### src/rtl/uart_irq_ctrl.sv
module uart_irq_ctrl (
  input  logic       clk,
  input  logic       rst_n,
  input  logic       ier_wr,
  input  logic [2:0] ier_wdata,
  input  logic       thr_wr,
  input  logic       rbr_rd,
  input  logic       lsr_rd,
  input  logic       iir_rd,
  input  logic       thr_load,
  input  logic       rx_byte,
  input  logic       err_frame,
  input  logic       err_parity,
  input  logic       err_overrun,
  output logic [2:0] ier_q,
  output logic       thr_empty,
  output logic       data_ready,
  output logic [2:0] err_bits,
  output logic [2:0] iir,
  output logic       tx_req,
  output logic       rx_req,
  output logic       ls_req
);

  logic       thr_prev;
  logic       dr_prev;
  logic [2:0] err_prev;

  logic [2:0] err_in;
  logic [2:0] ier_nx;
  logic       tx_arm;
  logic       tx_rise;
  logic       dr_rise;
  logic [2:0] err_rise;
  logic       iir_tx_clr;

  assign err_in     = {err_overrun, err_parity, err_frame};
  assign ier_nx     = ier_wr ? ier_wdata : ier_q;
  assign tx_arm     = ier_wr & ier_wdata[0] & ~ier_q[0] & thr_empty;
  assign tx_rise    = thr_empty & ~thr_prev;
  assign dr_rise    = data_ready & ~dr_prev;
  assign err_rise   = err_bits & ~err_prev;
  assign iir_tx_clr = iir_rd & tx_req & ~rx_req & ~ls_req;

  always_comb begin
    if (ls_req)      iir = 3'b111;
    else if (rx_req) iir = 3'b101;
    else if (tx_req) iir = 3'b011;
    else             iir = 3'b000;
  end

  always_ff @(posedge clk or negedge rst_n) begin
    if (!rst_n) begin
      ier_q      <= 3'b000;
      thr_empty  <= 1'b1;
      thr_prev   <= 1'b1;
      data_ready <= 1'b0;
      dr_prev    <= 1'b0;
      err_bits   <= 3'b000;
      err_prev   <= 3'b000;
      tx_req     <= 1'b0;
      rx_req     <= 1'b0;
      ls_req     <= 1'b0;
    end else begin
      ier_q      <= ier_nx;
      thr_empty  <= ~thr_wr & (thr_load | thr_empty);
      thr_prev   <= thr_empty;
      data_ready <= rx_byte | (data_ready & ~rbr_rd);
      dr_prev    <= data_ready & ~rbr_rd;
      err_bits   <= err_in | (err_bits & {3{~lsr_rd}});
      err_prev   <= err_bits & {3{~lsr_rd}};
      tx_req     <= (tx_req | tx_arm | (ier_q[0] & tx_rise))
                    & ~thr_wr & ier_nx[0] & ~iir_tx_clr;
      rx_req     <= (rx_req | (ier_q[1] & dr_rise)) & ~rbr_rd & ier_nx[1];
      ls_req     <= (ls_req | (ier_q[2] & |err_rise)) & ~lsr_rd & ier_nx[2];
    end
  end

  a_r4_write_empties: assert property (@(posedge clk) disable iff (!rst_n)
    thr_wr |=> (!thr_empty && !tx_req));

  a_r5_disable_drops_tx: assert property (@(posedge clk) disable iff (!rst_n)
    (ier_wr && !ier_wdata[0]) |=> !tx_req);

  a_r6_read_drops_rx: assert property (@(posedge clk) disable iff (!rst_n)
    rbr_rd |=> !rx_req);

  a_r7_errors_sticky: assert property (@(posedge clk) disable iff (!rst_n)
    !lsr_rd |=> ((err_bits & $past(err_bits)) == $past(err_bits)));

  a_r8_status_read: assert property (@(posedge clk) disable iff (!rst_n)
    lsr_rd |=> (!ls_req && err_bits == $past(err_in)));

  a_r9_pending_bit: assert property (@(posedge clk) disable iff (!rst_n)
    iir[0] == (tx_req | rx_req | ls_req));

  a_r11_rx_needs_enable: assert property (@(posedge clk) disable iff (!rst_n)
    $rose(rx_req) |-> $past(ier_q[1]));

endmodule

### config.mk
export PLATFORM = sky130hd
export DESIGN_NAME = uart_irq_ctrl
export DESIGN_NICKNAME = d
export VERILOG_FILES = /design/src/rtl/uart_irq_ctrl.sv
export SDC_FILE = /design/constraint.sdc
export NUM_CORES = 1
export LEC_CHECK = 0
export ABC_AREA = 1
export CAP_MARGIN = 20
export CORE_MARGIN = 4
export CORE_UTILIZATION = 40
export DETAILED_ROUTE_END_ITERATION = 10
export PLACE_DENSITY = 0.76
export SKIP_CTS_REPAIR_TIMING = 1
export SYNTH_ARGS = -nofsm -noshare
export SYNTH_HDL_FRONTEND = slang
export SYNTH_SLANG_ARGS = --single-unit
### constraint.sdc
create_clock -name clk -period 2.3 [get_ports clk]
set_clock_uncertainty 0.15 [all_clocks]
set_input_delay 0.46 -clock clk [delete_from_list [all_inputs] [get_ports clk]]
set_output_delay 0.46 -clock clk [all_outputs]
set_load 0.1 [all_outputs]
==> key figures <==
Clock network
  – Max Root-Sink Buffers: 2
  – Clk pin slew, worst setup/hold paths: approximately 0.08 ns
  – Sink Count: 16
  – CTS root buf: clkbuf_4
  – Worst skew pair latency: around 0.27 ns
  – CTS Buf Count: 3
  – H-tree depth: 1
  – CTS tree: yes

Critical path
  – Crit Path Category: reg2out
  – Crit path required time: 1.69 ns
  – CP Launch Type: flop
  – Max FO, Critical Path: 4
  – Arrival @ worst endpoint: around 1.2 ns
  – Crit path capture type: primary output

Routing
  – Initial DRC Count: 0
  – DRC: 0
  – Total Wirelength: 1.29 mm
  – ANT nets after route: 0
  – Vias: 524
  – 1st-pass router iterations: 1
  – Vias/cell: 4.68
  – WL/cell: 11.5 microns

Final layout
  – Area Growth Syn to Fin: 58.0%
  – Share of cells above drive strength 1: 27.8%
  – Final Core Density: 70.8%
  – Most frequent cells in the layout: inv_1 (15), dfrtp_1 (14), clkdlybuf4s50_1 (14)
  – Non-filler instance count after layout: between 100 and 150
  – FF+latch area: 403 sq um
  – ANT cells: 0
  – Fillcell total: 114
  – Fin nets: 113
  – Most common cell after layout, fill and taps aside: inv_1
  – Multi-input logic area: 179 sq um

Floorplanning
  – Core area: 0.00138 sq mm
  – Die Wd: 47.4 microns
  – DIE AREA: between 0.002 and 0.0025 sq mm
  – Die height: between 40 and 50 microns
  – Starting density of the core: ~45%
  – Num ports: 29
  – Row Count: 13

Global route
  – Initial antenna violation count: 0
  – Vias in the first global route: 545
  – Global-route wire length before repair: 2.21 mm
  – Largest net degree at the start of global routing: 17
  – Remaining Overflow, GRT: 0
  – Total GRT Usage: 14.3%

Logic synthesis
  – Mean Syn Cell Area: 9.53 sq um
  – Post-synthesis sequential area ratio: 65.1%
  – #FFs+latches synth: 16
  – Synth cell types: 13
  – Synth Instances: 65
  – Syn Std Cell Area: 619 sq um
  – Synth warn: 0
  – Synth Net Count: 80

Placement
  – Dpl hpwl: 1.10 mm
  – IO buf count: 28
  – Routability cong.: just under 0.7
  – Dpl cells: 108

Run
  – Maxcap violations: 0

STA
  – RSZ-0062 raised after global routing: no
  – Fin crit share: 77.4%
  – Slew HR: 56.0%
  – Final Hold Vio Count: 0
  – Final hold slack: 0.260 ns
  – Endpoints failing setup: 0
  – Fin crit period: 1.78 ns
  – Worst-margin pin slew: 0.659 ns
  – Fmax: roughly 560 MHz
  – Max Slew Vio Count: 0

Power and ir drop
  – Peak supply drop: 0.516 mV
  – Pleak: 0.495 nW
  – PwrDens: 759 mW/mm^2

Outcome
  – Run status: finished clean

Min path
  – Hold WC Path Type: reg2reg
critical path: stages, from the launching register on:
cell,delay (ns)
dfrtp_1,0.47
inv_1,0.15
nand3_2,0.11
buf_12,0.18
report_power, final:
part | leakage (nW) | switching (mW) | internal (mW)
Combinational | 0.291 | 0.196 | 0.0836
Clock | 0.0150 | 0.0784 | 0.0671
Sequential | 0.189 | 0.0151 | 0.303
Total | 0.495 | 0.289 | 0.453
metrics by stage:
step | TNS, ns | area [sq um] | total power, mW | setup WS, ns
global route | 0 | 978 | 0.775 | 0.446
floorplan | -0.0628 | 638 | 0.507 | -0.0628
finish | 0 | 978 | 0.742 | 0.520
detailed placement | 0 | 952 | 0.605 | 0.623
global placement | 0 | 952 | 0.600 | 0.683
CTS | 0 | 978 | 0.752 | 0.513
worst paths after layout:
kind	slack (ns)	startpoint	depth (start not counted)	end
setup / recovery	0.52	rx_req	3	iir[0]
hold / removal	0.26	thr_empty	0	thr_prev
setup reg to reg	1.16	ls_req	4	tx_req
hold reg to reg	0.26	thr_empty	0	thr_prev
max in group asynchronous	1.14	rst_n	1	ier_q[1]
min in group asynchronous	0.43	rst_n	1	err_bits[1]
sequential cells by signal, indices dropped and copies added (netlist names):
register / cells
ls_req: 1
err_bits: 3
err_prev: 3
dr_prev: 1
tx_req: 1
rx_req: 1
thr_empty: 1
data_ready: 1
thr_prev: 1
ier_q: 3
final cells by class:
class / count / area share, %
Timing Repair Buffer: 28 / 30.2
Sequential cell: 16 / 41.2
Inverter: 15 / 5.75
Tap cell: 15 / 1.92
Multi-Input combinational cell: 34 / 18.3
Clock buffer: 4 / 2.69
cell usage after synthesis:
master	number	share of area, %
nand3_1	2	1.6
o21ai_0	3	2.4
dfstp_2	2	8.5
nor2_1	9	5.5
dfrtp_1	14	57
or2_2	4	4.0
a21oi_1	3	2.4
inv_1	15	9.1
nand4_1	1	1.0
nand2_1	9	5.5
nor3_1	1	0.81
a21oi_2	1	1.4
nand3b_1	1	1.2
metal layers:
metal / share of wire [%] / up-vias / global-route usage, % / wire, microns
li1: - / 263 / - / -
met1: 37 / 247 / 15.2 / 472
met2: 58 / 14 / 27.3 / 748
met3: 5.1 / 0 / 2.68 / 66
met4: 0 / 0 / 4.97 / 0
met5: 0 / - / 0 / 0
logic make-up after synthesis:
kind of cell	count (synthesis)	share of synthesized area (%)
compound gates	7	6.26
flops	16	65.1
buf+inv	15	9.09
simple gates	27	19.6
Power figures use the tool's default switching activity.
